## src/rtl/sra_pkg.sv

```systemverilog
package sra_pkg;
    // Protocol state of the serial slave
    typedef enum logic [1:0] {ST_CMD, ST_WR, ST_RD} sra_state_e;

    localparam int LEN_W = 6;

    localparam logic [2:0] A_STAT = 3'd0;
    localparam logic [2:0] A_MODE = 3'd1;
    localparam logic [2:0] A_CONF = 3'd2;
    localparam logic [2:0] A_DATA = 3'd3;
    localparam logic [2:0] A_IDC  = 3'd4;
    localparam logic [2:0] A_PORT = 3'd5;
    localparam logic [2:0] A_OFFS = 3'd6;
    localparam logic [2:0] A_GAIN = 3'd7;

    localparam logic [7:0] CMD_STREAM_ON  = 8'h5C;
    localparam logic [7:0] CMD_STREAM_OFF = 8'h58;

    // Data-phase length in bits for a register address
    function automatic logic [LEN_W-1:0] reg_bits(input logic [2:0] a,
                                                  input logic [LEN_W-1:0] wide);
        unique case (a)
            A_MODE, A_CONF:         reg_bits = LEN_W'(16);
            A_DATA, A_OFFS, A_GAIN: reg_bits = wide;
            default:                reg_bits = LEN_W'(8);
        endcase
    endfunction
endpackage

```

## src/rtl/sra_sync.sv

```systemverilog
// Multi-stage synchroniser for a vector of asynchronous inputs.
// Assumes each bit is independent; no bus coherence is implied.
module sra_sync #(
    parameter int          W      = 3,
    parameter int          STAGES = 2,
    parameter logic [W-1:0] INIT  = '0
) (
    input  logic         clk,
    input  logic         rst_n,
    input  logic [W-1:0] async_in,
    output logic [W-1:0] level
);
    logic [W-1:0] pipe [STAGES];

    // Shift the inputs through the flop chain
    always_ff @(posedge clk) begin
        if (!rst_n) begin
            for (int i = 0; i < STAGES; i++) pipe[i] <= INIT;
        end else begin
            pipe[0] <= async_in;
            for (int i = 1; i < STAGES; i++) pipe[i] <= pipe[i-1];
        end
    end

    assign level = pipe[STAGES-1];
endmodule

```

## src/rtl/sra_edge_det.sv

```systemverilog
// Single-bit edge detector on an already synchronised level.
// Assumes the input is stable in the clk domain.
module sra_edge_det #(
    parameter logic INIT = 1'b1
) (
    input  logic clk,
    input  logic rst_n,
    input  logic level,
    output logic rise,
    output logic fall
);
    logic prev;

    // Remember last cycle's level
    always_ff @(posedge clk) begin
        if (!rst_n) prev <= INIT;
        else        prev <= level;
    end

    assign rise = level & ~prev;
    assign fall = ~level & prev;
endmodule

```

## src/rtl/sra_regbank.sv

```systemverilog
// Register storage: mode, configuration, port, offset, gain, result and
// the ready flag. Assumes at most one write per cycle; reads are combinational.
module sra_regbank
    import sra_pkg::*;
#(
    parameter int         DATA_W  = 24,
    parameter logic [7:0] ID_CODE = 8'h09
) (
    input  logic              clk,
    input  logic              rst_n,
    input  logic              wr_en,
    input  logic [2:0]        wr_addr,
    input  logic [DATA_W-1:0] wr_data,
    input  logic [2:0]        rd_addr,
    output logic [DATA_W-1:0] rd_data,
    input  logic              res_valid,
    input  logic [DATA_W-1:0] res_data,
    input  logic              data_taken,
    output logic              ready_n
);
    localparam logic [DATA_W-1:0] OFFS_INIT = {1'b1, {(DATA_W-1){1'b0}}};
    localparam logic [DATA_W-1:0] GAIN_INIT = DATA_W'(32'h5000) << (DATA_W - 16);
    localparam logic              WIDE      = (DATA_W > 16);

    logic [15:0]       mode_q, conf_q;
    logic [7:0]        port_q;
    logic [DATA_W-1:0] offs_q, gain_q, data_q;

    // Host-writable registers
    always_ff @(posedge clk) begin
        if (!rst_n) begin
            mode_q <= 16'h000A;
            conf_q <= 16'h0710;
            port_q <= 8'h00;
            offs_q <= OFFS_INIT;
            gain_q <= GAIN_INIT;
        end else if (wr_en) begin
            unique case (wr_addr)
                A_MODE:  mode_q <= wr_data[15:0];
                A_CONF:  conf_q <= wr_data[15:0];
                A_PORT:  port_q <= wr_data[7:0];
                A_OFFS:  offs_q <= wr_data;
                A_GAIN:  gain_q <= wr_data;
                default: ;
            endcase
        end
    end

    // Result capture and ready flag
    always_ff @(posedge clk) begin
        if (!rst_n) begin
            data_q  <= '0;
            ready_n <= 1'b1;
        end else if (res_valid) begin
            data_q  <= res_data;
            ready_n <= 1'b0;
        end else if (data_taken) begin
            ready_n <= 1'b1;
        end
    end

    // Read multiplexer
    always_comb begin
        unique case (rd_addr)
            A_STAT:  rd_data = DATA_W'({ready_n, 3'b000, WIDE, conf_q[2:0]});
            A_MODE:  rd_data = DATA_W'(mode_q);
            A_CONF:  rd_data = DATA_W'(conf_q);
            A_DATA:  rd_data = data_q;
            A_IDC:   rd_data = DATA_W'(ID_CODE);
            A_PORT:  rd_data = DATA_W'(port_q);
            A_OFFS:  rd_data = offs_q;
            default: rd_data = gain_q;
        endcase
    end

    a_r6_ready_on_result: assert property (@(posedge clk)
        rst_n && res_valid |=> !ready_n);
    a_r6_ready_after_take: assert property (@(posedge clk)
        rst_n && data_taken && !res_valid |=> ready_n);
endmodule

```

## src/rtl/sra_serial_if.sv

```systemverilog
// Serial slave: command decode, data phases, continuous read, ones-run
// resynchronisation and the ready indication on the output line.
// Assumes sclk half periods span several clk cycles.
module sra_serial_if
    import sra_pkg::*;
#(
    parameter int         DATA_W      = 24,
    parameter int         SYNC_STAGES = 2,
    parameter int         ONES_LIMIT  = 32,
    parameter logic [7:0] ID_CODE     = 8'h09
) (
    input  logic              clk,
    input  logic              rst_n,
    input  logic              cs_n,
    input  logic              sclk,
    input  logic              sdi,
    input  logic              result_valid,
    input  logic [DATA_W-1:0] result_data,
    output logic              sdo,
    output logic              sdo_oe
);
    localparam int              ONES_W = $clog2(ONES_LIMIT + 1);
    localparam logic [LEN_W-1:0] WIDE_LEN = LEN_W'(DATA_W);

    logic [2:0]        lvl;
    logic              cs_hi, sclk_s, sdi_s, sclk_rise_raw, sclk_fall_raw;
    logic              sclk_rise, sclk_fall;
    sra_state_e        state;
    logic              stream, sdo_q, ready_n, soft_rst, core_rst_n;
    logic [2:0]        cmd_cnt, cur_addr, new_addr, rd_addr;
    logic [6:0]        cmd_sr;
    logic [7:0]        cmd_word;
    logic [LEN_W-1:0]  bit_cnt, cur_len, new_len;
    logic [ONES_W-1:0] ones_cnt;
    logic [DATA_W-1:0] out_sr, rd_data, wr_data;
    logic [DATA_W-2:0] in_sr;
    logic              cmd_active, cmd_take, cmd_done, last_bit, xfer_end;
    logic              stream_start, exit_hit, wr_en, data_taken;

    sra_sync #(.W(3), .STAGES(SYNC_STAGES), .INIT(3'b011)) u_sync (
        .clk(clk), .rst_n(rst_n), .async_in({sdi, sclk, cs_n}), .level(lvl));
    assign {sdi_s, sclk_s, cs_hi} = lvl;

    sra_edge_det #(.INIT(1'b1)) u_sclk_edge (
        .clk(clk), .rst_n(rst_n), .level(sclk_s),
        .rise(sclk_rise_raw), .fall(sclk_fall_raw));

    assign sclk_rise  = sclk_rise_raw & ~cs_hi;
    assign sclk_fall  = sclk_fall_raw & ~cs_hi;
    assign soft_rst   = sclk_rise & sdi_s & (ones_cnt == ONES_W'(ONES_LIMIT - 1));
    assign core_rst_n = rst_n & ~soft_rst;

    // Command decode and data-phase bookkeeping
    assign cmd_active   = stream | (state == ST_CMD);
    assign cmd_take     = sclk_rise & cmd_active & ~((cmd_cnt == 3'd0) & sdi_s);
    assign cmd_done     = cmd_take & (cmd_cnt == 3'd7);
    assign cmd_word     = {cmd_sr, sdi_s};
    assign new_addr     = cmd_word[5:3];
    assign new_len      = reg_bits(new_addr, WIDE_LEN);
    assign cur_len      = reg_bits(cur_addr, WIDE_LEN);
    assign last_bit     = (bit_cnt == cur_len - LEN_W'(1));
    assign xfer_end     = sclk_rise & (state != ST_CMD) & last_bit;
    assign stream_start = stream & (state == ST_CMD) & sclk_fall & ~ready_n;
    assign exit_hit     = stream & cmd_done & (cmd_word == CMD_STREAM_OFF) & ~ready_n;
    assign wr_en        = xfer_end & (state == ST_WR);
    assign wr_data      = {in_sr, sdi_s};
    assign data_taken   = xfer_end & (state == ST_RD) & (cur_addr == A_DATA) & ~exit_hit;
    assign rd_addr      = stream ? A_DATA : new_addr;

    sra_regbank #(.DATA_W(DATA_W), .ID_CODE(ID_CODE)) u_regs (
        .clk(clk), .rst_n(core_rst_n), .wr_en(wr_en), .wr_addr(cur_addr),
        .wr_data(wr_data), .rd_addr(rd_addr), .rd_data(rd_data),
        .res_valid(result_valid), .res_data(result_data),
        .data_taken(data_taken), .ready_n(ready_n));

    // Protocol sequencer
    always_ff @(posedge clk) begin
        if (!core_rst_n) begin
            state    <= ST_CMD;
            stream   <= 1'b0;
            cmd_cnt  <= '0;
            cmd_sr   <= '0;
            bit_cnt  <= '0;
            cur_addr <= A_STAT;
            out_sr   <= '0;
            in_sr    <= '0;
            sdo_q    <= 1'b1;
            ones_cnt <= '0;
        end else if (cs_hi) begin
            state    <= ST_CMD;
            cmd_cnt  <= '0;
            bit_cnt  <= '0;
            ones_cnt <= '0;
        end else begin
            if (sclk_rise) ones_cnt <= sdi_s ? ones_cnt + ONES_W'(1) : '0;
            if (cmd_take) begin
                cmd_sr  <= cmd_word[6:0];
                cmd_cnt <= cmd_cnt + 3'd1;
            end
            unique case (state)
                ST_CMD: begin
                    if (stream_start) begin
                        state    <= ST_RD;
                        cur_addr <= A_DATA;
                        bit_cnt  <= '0;
                        cmd_cnt  <= '0;
                        sdo_q    <= rd_data[DATA_W-1];
                        out_sr   <= rd_data << 1;
                    end else if (cmd_done && !stream) begin
                        cur_addr <= new_addr;
                        bit_cnt  <= '0;
                        if (!cmd_word[6]) begin
                            state <= ST_WR;
                        end else if (cmd_word[2] && new_addr == A_DATA) begin
                            stream <= 1'b1;
                        end else begin
                            state  <= ST_RD;
                            out_sr <= rd_data << (WIDE_LEN - new_len);
                        end
                    end
                end
                ST_WR: begin
                    if (sclk_rise) begin
                        in_sr   <= wr_data[DATA_W-2:0];
                        bit_cnt <= bit_cnt + LEN_W'(1);
                        if (last_bit) state <= ST_CMD;
                    end
                end
                default: begin
                    if (sclk_fall) begin
                        sdo_q  <= out_sr[DATA_W-1];
                        out_sr <= out_sr << 1;
                    end
                    if (sclk_rise) begin
                        bit_cnt <= bit_cnt + LEN_W'(1);
                        if (last_bit) begin
                            state   <= ST_CMD;
                            cmd_cnt <= '0;
                        end
                    end
                end
            endcase
            if (exit_hit) begin
                stream  <= 1'b0;
                state   <= ST_CMD;
                cmd_cnt <= '0;
            end
        end
    end

    assign sdo    = (state == ST_RD) ? sdo_q : ready_n;
    assign sdo_oe = ~cs_hi;

    a_r11_cs_abort: assert property (@(posedge clk) disable iff (!rst_n)
        cs_hi |=> (state == ST_CMD) && (cmd_cnt == 3'd0));
    a_r10_ones_reset: assert property (@(posedge clk) disable iff (!rst_n)
        soft_rst |=> !stream && (state == ST_CMD) && (ones_cnt == '0));
    a_r9_exit_needs_ready: assert property (@(posedge clk) disable iff (!rst_n)
        $fell(stream) |-> $past(soft_rst) || $past(!ready_n));
    a_r3_len_bound: assert property (@(posedge clk) disable iff (!rst_n)
        (state != ST_CMD) |-> (bit_cnt < cur_len));
    a_r8_stream_reads_result: assert property (@(posedge clk) disable iff (!rst_n)
        (state == ST_RD) && stream |-> (cur_addr == A_DATA));
endmodule

```

## config.mk

```make
export PLATFORM = sky130hd
export DESIGN_NAME = sra_serial_if
export DESIGN_NICKNAME = d
export VERILOG_FILES = /design/src/rtl/sra_pkg.sv /design/src/rtl/sra_sync.sv /design/src/rtl/sra_edge_det.sv /design/src/rtl/sra_regbank.sv /design/src/rtl/sra_serial_if.sv
export SDC_FILE = /design/constraint.sdc
export NUM_CORES = 1
export LEC_CHECK = 0
export ABC_AREA = 1
export BUFFER_PORTS_ARGS = -buffer_cell sky130_fd_sc_hd__buf_2
export CAP_MARGIN = 20
export CORE_MARGIN = 5
export CORE_UTILIZATION = 56
export DETAILED_ROUTE_END_ITERATION = 7
export GPL_TIMING_DRIVEN = 0
export PLACE_DENSITY = 0.83
export SYNTH_ARGS = -nofsm -noshare
export SYNTH_HDL_FRONTEND = slang
export SYNTH_SLANG_ARGS = --single-unit
```

## constraint.sdc

```tcl
create_clock -name clk -period 1.8 [get_ports clk]
set_input_delay 0.09 -clock clk [delete_from_list [all_inputs] [get_ports clk]]
set_output_delay 0.09 -clock clk [all_outputs]
set_load 0.02 [all_outputs]
```

## Word level (Yosys, flattened, before mapping)

Memories as Yosys holds them, arrays and structs flattened.
Cells that the tools add are included.

| cells by class | value |
|---|---|
| shift-type cells | 1 |
| reductions and logical operators | 35 |
| bitwise logic cells | 35 |
| equality and inequality tests | 29 |
| $add $sub $neg | 5 |
| muxes and demuxes | 45 |

Operators by type and width:

| kind | number |
|---|---|
| one-hot mux 24 bit (7 select lines) | 1 |
| two-way mux 24 bit | 5 |
| one-hot mux 24 bit (2 select lines) | 1 |
| two-way mux 6 bit | 5 |
| equality test 3 bit, second input constant | 9 |
| two-way mux 3 bit | 9 |
| left shift 24 x 6 -> 24 bit | 1 |
| bitwise AND 1 bit | 23 |
| one-hot mux 5 bit (2 select lines) | 2 |
| nonzero test 2 bit | 10 |
| equality test 3 x 2 -> 1 bit, second input constant | 6 |
| two-way mux 2 bit | 7 |
| AND reduction 2 bit | 7 |
| two-way mux 1 bit | 13 |
| adder 6 x 1 -> 6 bit, second input constant | 2 |
| AND reduction 6 bit | 2 |
| equality test 3 x 1 -> 1 bit, second input constant | 3 |
| inverter 1 bit | 9 |
| OR reduction 3 bit | 3 |
| equality test 8 x 7 -> 1 bit, second input constant | 1 |
| AND reduction 4 bit | 2 |
| equality test 6 x 5 -> 1 bit, second input constant | 1 |
| equality test 6 bit | 1 |
| zero test 3 bit | 2 |
| other kinds (18) | 25 |

| storage, ports and cells | value |
|---|---|
| output and inout port bits | 2 |
| register bits after elaboration | 190 |
| bits of input ports | 30 |
| logic and storage cells | 169 |
| bits in writable memories | 6 |
| memories | 1 |

Memory list:

| name | depth | bits a word | rd ports | clocked after Yosys merged registers in | wr ports | RTL line | RTL |
|---|---|---|---|---|---|---|---|
| u_sync.pipe | 2 | 3 | 2 | 0 | 2 | sra_sync.sv:13 | `logic [W-1:0] pipe [STAGES];` |

## Depth between registers and ports, before layout

| logic depth | value |
|---|---|
| word-level depth | 13 |
| mapped depth | 15 |
| depth with buffers taken out | 13 |

## By module

Synthesis repeated with hierarchy kept, for this count alone.

| unflattened totals | value |
|---|---|
| cell total of the unflattened synthesis | 1394 |
| area, all modules | 9359.0 µm² |

Modules (own cells, without submodules):

| module | sequential area each (µm²) | cells an instance | instances | area an instance (µm²) |
|---|---|---|---|---|
| sra_regbank | 2262.2 | 721 | 1 | 4857.2 |
| sra_serial_if | 1521.5 | 646 | 1 | 4275.4 |
| sra_sync | 120.1 | 21 | 1 | 187.7 |
| sra_edge_det | 20.0 | 6 | 1 | 38.8 |

## Worst setup path after synthesis

OpenSTA, ideal clock, no wires.

| timing | value |
|---|---|
| path type | register to register |
| start | register cur_addr[2] |
| end | register u_regs.gain_q[20] |
| setup slack | 0 ps |
| buffers on the path | 3 |
| period minus slack after synthesis | 1800 ps |
| arrival | 1676 ps |
| data required time | 1677 ps |
| setup time | 123 ps |
| cell stages (with the launch flop) | 12 |
| cells stage by stage | dfxtp_1 buf_2 nor2_1 nor2_1 xor2_1 nand2_2 nor2_8 nand3_2 buf_6 buf_2 nand2_1 nand3_1 |

| on the way | value |
|---|---|
| longest elaborated chain between the ends | 8 |
| elaborated cells on any way between the ends | 13 |
| those cells by class | 1 x add/sub; 6 x eq/ne; 1 x mux; 2 x bitwise; 3 x reduce/logical |

RTL lines:

| item | RTL line | RTL |
|---|---|---|
| from (decl) | sra_serial_if.sv:30 | `logic [2:0] cmd_cnt, cur_addr, new_addr, rd_addr;` |
| from (signal assigned) | sra_serial_if.sv:110 | `cur_addr <= new_addr;` |
| equality test 3 x 2 -> 1 bit (tied with other cells) | sra_pkg.sv:22 | `unique case (a)` |
| OR reduction 3 bit or OR reduction 2 bit (tied branches) | sra_pkg.sv:22 |  |
| one-hot mux 5 bit (2 select lines) | sra_pkg.sv:22 |  |
| subtractor 6 x 1 -> 6 bit | sra_serial_if.sv:61 | `assign last_bit = (bit_cnt == cur_len - LEN_W'(1));` |
| equality test 6 bit | sra_serial_if.sv:61 |  |
| bitwise AND 1 bit | sra_serial_if.sv:62 | `assign xfer_end = sclk_rise & (state != ST_CMD) & last_bit;` |
| bitwise AND 1 bit | sra_serial_if.sv:65 | `assign wr_en = xfer_end & (state == ST_WR);` |
| AND reduction 2 bit (no line) (*) | - |  |
| to (signal assigned) | sra_regbank.sv:43 | `A_GAIN: gain_q <= wr_data;` |
| to (decl) | sra_regbank.sv:27 | `logic [DATA_W-1:0] offs_q, gain_q, data_q;` |

Every way passes the cells marked *; elsewhere a longest branch is shown, timed or not.
A chain may end at the register's enable or synchronous reset.

## Final worst setup path

| timing | value |
|---|---|
| start | register cur_addr[1] |
| end | register u_regs.conf_q[2] |

| on the way | value |
|---|---|
| longest elaborated chain between the ends | 8 |
| elaborated cells on any way between the ends | 13 |
| those cells by class | 1 x add/sub; 6 x eq/ne; 1 x mux; 2 x bitwise; 3 x reduce/logical |

RTL lines:

| item | RTL line | RTL |
|---|---|---|
| equality test 3 x 2 -> 1 bit (tied with other cells) | sra_pkg.sv:22 |  |
| OR reduction 3 bit or OR reduction 2 bit (tied branches) | sra_pkg.sv:22 |  |
| one-hot mux 5 bit (2 select lines) | sra_pkg.sv:22 |  |
| subtractor 6 x 1 -> 6 bit | sra_serial_if.sv:61 |  |
| equality test 6 bit | sra_serial_if.sv:61 |  |
| bitwise AND 1 bit | sra_serial_if.sv:62 |  |
| bitwise AND 1 bit | sra_serial_if.sv:65 |  |
| AND reduction 2 bit (no line) (*) | - |  |
| to (signal assigned) | sra_regbank.sv:40 | `A_CONF: conf_q <= wr_data[15:0];` |
| to (decl) | sra_regbank.sv:25 | `logic [15:0] mode_q, conf_q;` |

Marks and branches as above.

==> summary.txt <==
Pwr
  • Internal Power: 6.637 mW
  • Total net switching power: 2.283 mW
  • Static Leakage: 6.222 nW
  • Clock network fraction of total power: between 40% and 50%
  • Pwr Density: 666.8 nW/um^2
  • IR drop worst, VDD: 0.8722 mV
  • Logic pwr share: 4.2%
  • Switching share of total power: 25.60%
  • Overall power: a little under 9 mW
  • Sequential share of power: 49.1%

Clock tree
  • Number of CTS-inserted buffers: 17
  • Root buffer cell: sky130_fd_sc_hd__clkbuf_16
  • Number of H-tree levels: 4
  • Reg clk slew, reported paths: about 0.080 ns
  • Clock Sinks: 196
  • Clock latency of the later-clocked register in the worst-skew pair: 0.46 ns
  • CTS tree: done
  • Bufs on Longest Clock Path: 2

Placed design
  • Placed cell count: 1757
  • Routability congestion estimate: about 0.97
  • Number of input and output port buffers inserted: 30
  • Detailed-placement wirelength estimate: 21.25 mm

Flow run
  • Number of maximum-capacitance constraint violations: 0

Floorplanning
  • Row cnt: 47
  • Y dimension of the die: approximately 140 um
  • Floorplan die width: 140.9 um
  • Effective utilization at floorplan: 57.45%
  • Ports: 32
  • Total Die Area: 19850 um^2
  • Core outline area: 16700 um^2

STA
  • Final Critical Period: 2.459 ns
  • Peak Freq: between 400 and 500 MHz
  • Setup TNS: -30.24 ns
  • Max-slew violation count: 0
  • RSZ-0062 raised after global routing: true
  • Final-report hold violation count: 0
  • Setup Viol. Count Final: roughly 190
  • Setup ws final: -0.6585 ns
  • Worst Max-Slew Pin Slew: 0.8279 ns
  • Post-route fraction of the period consumed by the critical path: 136.6%
  • Max-Slew Margin vs Limit: around 45%
  • Post-route clock skew: ~0.013 ns

Logic synthesis
  • Synth warnings: 0
  • Yosys top cell by area: sky130_fd_sc_hd__dfxtp_1
  • Cell area after technology mapping: roughly 9600 um^2
  • Synth unique cells: 37
  • Post-synthesis share of cell area spent on full adders, half adders and majority gates: 0.6521%
  • Simple-gate portion of the synthesized area: 39.31%
  • Complex-gate fraction of the synthesized area: 8.738%
  • Area share of the leading cell type in the synthesized netlist: 40.90%
  • Number of storage elements in the synthesis netlist: roughly 200
  • Syn_area_per_cell: 6.366 um^2
  • Portion of the post-synthesis area used by sequential elements: 40.90%
  • Combinational family with the most area after synthesis: simple AND/OR/NAND/NOR gates
  • Xor/xnor share of the synthesized area: 0.2739%
  • Fraction of synthesized area in multiplexers: 0%
  • Synthesized net count: 1542
  • Largest cells by area after synthesis: sky130_fd_sc_hd__dfxtp_1 41%, sky130_fd_sc_hd__nand2_1 19%, sky130_fd_sc_hd__nor2_1 9.5%
  • Post-synthesis cell count: 1507

Worst setup path
  • Launching instance or port of the critical path: cur_addr[1]
  • Buffer and inverter count on the worst path: 4
  • Critical path data required time: 2.10 ns
  • Critical Path Max Stage Delay: between 0.4 and 0.5 ns
  • Startpoint Class: flop
  • Type of destination of the critical path: flop
  • Delay-heaviest family, CP: simple AND/OR/NAND/NOR gates
  • Critical-path cell with the highest stage delay: sky130_fd_sc_hd__nor3_2
  • Largest fanout on the critical path: 5
  • Crit-path cells: inv_1, nand2_2, nor2_4, nor2_4, xor2_2, nand2_2, nor2_8, buf_6, nand2_4, inv_4, buf_6, nor2_1, nor3_2
  • WP data arrival: 2.75 ns
  • Class of the most critical setup path: reg -> reg
  • Reg-to-Reg Start: cur_addr[1]

Global routing
  • All-Layer GR Usage: about a third
  • Busiest layer in global routing: met2
  • First-pass GRT wire length: 52.43 mm
  • Antenna violations before repair: 1
  • GRT Residual Overflow: 0
  • Vias in the first global route: 9996
  • Met3 track demand over resource: 8.127%
  • Met2 capacity usage during global routing: 52.02%
  • Met1 GRT Util: between 40% and 50%
  • Maximum number of pins on one net before global-route repair: 21

Detailed routing
  • Via density: about 6.3
  • Residual DRC: 7
  • Total detailed-routing wirelength: 41.40 mm
  • DRT Pass-1 Iters: 8
  • Initial drt markers: between 2000 and 2500
  • Overall via count from detail_route: between 10000 and 15000
  • Number of routed nets with antenna violations: 0
  • WL/cell: 21.71 um

Finish
  • Post-layout instance count excluding filler cells: 1907
  • Synthesis-to-layout area growth: 39.42%
  • Share of layout cells above drive strength 1: between 20 and 30%
  • Total inserted antenna cells: 0
  • Number of nets in the layout: 1709

Hold path
  • Hold Crit Class: in -> reg
  • Critical hold path startpoint: result_valid

Run status
  • Violated checks: DRC, setup timing
  • Status: complete, but fails checks
worst paths after layout:
path / endpoint / slack (ns) / cells past startpoint
max: u_regs.conf_q[2] / -0.66 / 13
min reg2reg: u_sync.pipe[0][4] / 0.43 / 2
min: u_regs.data_q[16] / 0.18 / 4
max reg2reg: u_regs.conf_q[2] / -0.66 / 13
routing by layer:
metal / wire length [um] / vias up
met3: 5635 / 382
met1: 14330 / 5362
met5: 0 / -
met2: 17760 / 1108
li1: - / 5078
met4: 3673 / 0
cell usage after synthesis:
cell                       instances
sky130_fd_sc_hd__buf_2            33
sky130_fd_sc_hd__or2_2             2
sky130_fd_sc_hd__nor2_8            1
sky130_fd_sc_hd__a211oi_1          5
sky130_fd_sc_hd__a31oi_1           3
sky130_fd_sc_hd__nand4_1          36
sky130_fd_sc_hd__inv_1           146
sky130_fd_sc_hd__xor2_1            2
sky130_fd_sc_hd__nand3_2           3
sky130_fd_sc_hd__buf_4             1
sky130_fd_sc_hd__nand3_1          95
sky130_fd_sc_hd__clkbuf_1         37
sky130_fd_sc_hd__nor3b_2           1
sky130_fd_sc_hd__nand3b_2          1
sky130_fd_sc_hd__nor4_1            1
sky130_fd_sc_hd__a21boi_0          1
sky130_fd_sc_hd__o21ai_0          29
sky130_fd_sc_hd__dfxtp_1         196
sky130_fd_sc_hd__nor2_2            2
sky130_fd_sc_hd__nor2_1          243
sky130_fd_sc_hd__inv_2             7
sky130_fd_sc_hd__buf_1             3
sky130_fd_sc_hd__a41oi_1           2
sky130_fd_sc_hd__ha_1              5
sky130_fd_sc_hd__clkinv_1          2
sky130_fd_sc_hd__a221oi_1          1
sky130_fd_sc_hd__nor3_4            1
sky130_fd_sc_hd__nand2_4           1
sky130_fd_sc_hd__nand2_1         481
sky130_fd_sc_hd__nand3b_1          2
sky130_fd_sc_hd__buf_6             6
sky130_fd_sc_hd__xnor2_1           1
sky130_fd_sc_hd__o211ai_1          5
sky130_fd_sc_hd__nand2_2           8
sky130_fd_sc_hd__o21ai_1           1
sky130_fd_sc_hd__a21oi_1         112
sky130_fd_sc_hd__nor3_1           31
worst register-to-register path: stages (launching register included):
cell	delay (ns)
sky130_fd_sc_hd__dfxtp_4	0.37
sky130_fd_sc_hd__inv_1	0.17
sky130_fd_sc_hd__nand2_2	0.14
sky130_fd_sc_hd__nor2_4	0.17
sky130_fd_sc_hd__nor2_4	0.06
sky130_fd_sc_hd__xor2_2	0.15
sky130_fd_sc_hd__nand2_2	0.14
sky130_fd_sc_hd__nor2_8	0.19
sky130_fd_sc_hd__buf_6	0.13
sky130_fd_sc_hd__nand2_4	0.07
sky130_fd_sc_hd__inv_4	0.09
sky130_fd_sc_hd__buf_6	0.13
sky130_fd_sc_hd__nor2_1	0.05
sky130_fd_sc_hd__nor3_2	0.44
repair_timing:
action | 4_1_cts | 5_1_grt
hold buffers | 31 | 0
endpoints found under the setup margin | 189 | 188
pin swaps | 22 | 70
hold endpoints to repair | 31 | 0
cloned | 6 | 9
buffers inserted | 34 | 42
gates resized for setup | 220 | 311
flip-flops by register name (all words and copies together) (netlist names):
register,count
in_sr,23
u_regs.mode_q,16
u_regs.offs_q,24
cur_addr,3
u_regs.data_q,24
u_regs.ready_n,1
sdo_q,1
u_regs.gain_q,24
stream,1
u_sync.pipe,6
out_sr,24
state,2
cmd_sr,7
ones_cnt,6
cmd_cnt,3
u_regs.port_q,8
bit_cnt,6
u_regs.conf_q,16
u_sclk_edge.prev,1
power groups by stage:
stage | combinational (mW) | sequential, mW | clock, mW
2_1_floorplan | 0.134 | 4.48 | 0
3_3_place_gp | 0.231 | 4.49 | 0
3_5_place_dp | 0.235 | 4.49 | 0
4_1_cts | 0.300 | 4.39 | 4.08
5_1_grt | 0.389 | 4.39 | 4.29
6_report | 0.372 | 4.38 | 4.16
cells in the final DEF (no fill, tap or decap), drive strengths merged:
cell,n
nand2,491
nor2,246
dfxtp,196
inv,161
buf,161
a21oi,112
nand3,98
clkbuf,51
nand4,36
nor3,32
dlygate4sd3,31
o21ai,30
clkinv,6
o211ai,5
ha,5
a211oi,5
a31oi,3
nand3b,3
clkinvlp,2
a41oi,2
or2,2
bufinv,2
xor2,2
nor3b,1
nor4,1
a221oi,1
a21boi,1
xnor2,1
area by class of cell:
cell class / instances / area [um^2]
multi-input cells: 1077 / 5824
flip-flops and latches: 196 / 3970
fillers: 952 / 3324
repair buffers: 150 / 1373
plain buffers: 76 / 664.4
inverters: 155 / 625.6
clock buffers: 17 / 425.4
well taps: 220 / 275.3
clock inverters: 15 / 207.7
repair inverters: 1 / 11.26
metrics by stage:
stage          setup WS, ns  utilization (%)  area (um^2)  hold WS (ns)
6_report            -0.6585            80.09        13380        0.1785
5_1_grt             -0.6410            80.09        13380        0.2365
4_1_cts             -0.1145            71.36        11920        0.1486
3_5_place_dp        -0.5894            59.99        10020        0.2667
3_3_place_gp        -0.5806            59.99        10020        0.2619
2_1_floorplan     0.0002401                -         9594        0.1748
logic make-up after synthesis:
family / Yosys count
compound gates: 159
xor+xnor: 3
fa+ha+maj: 5
buf+inv: 235
flops: 196
simple gates: 909
(Power assumes the default switching activity.)
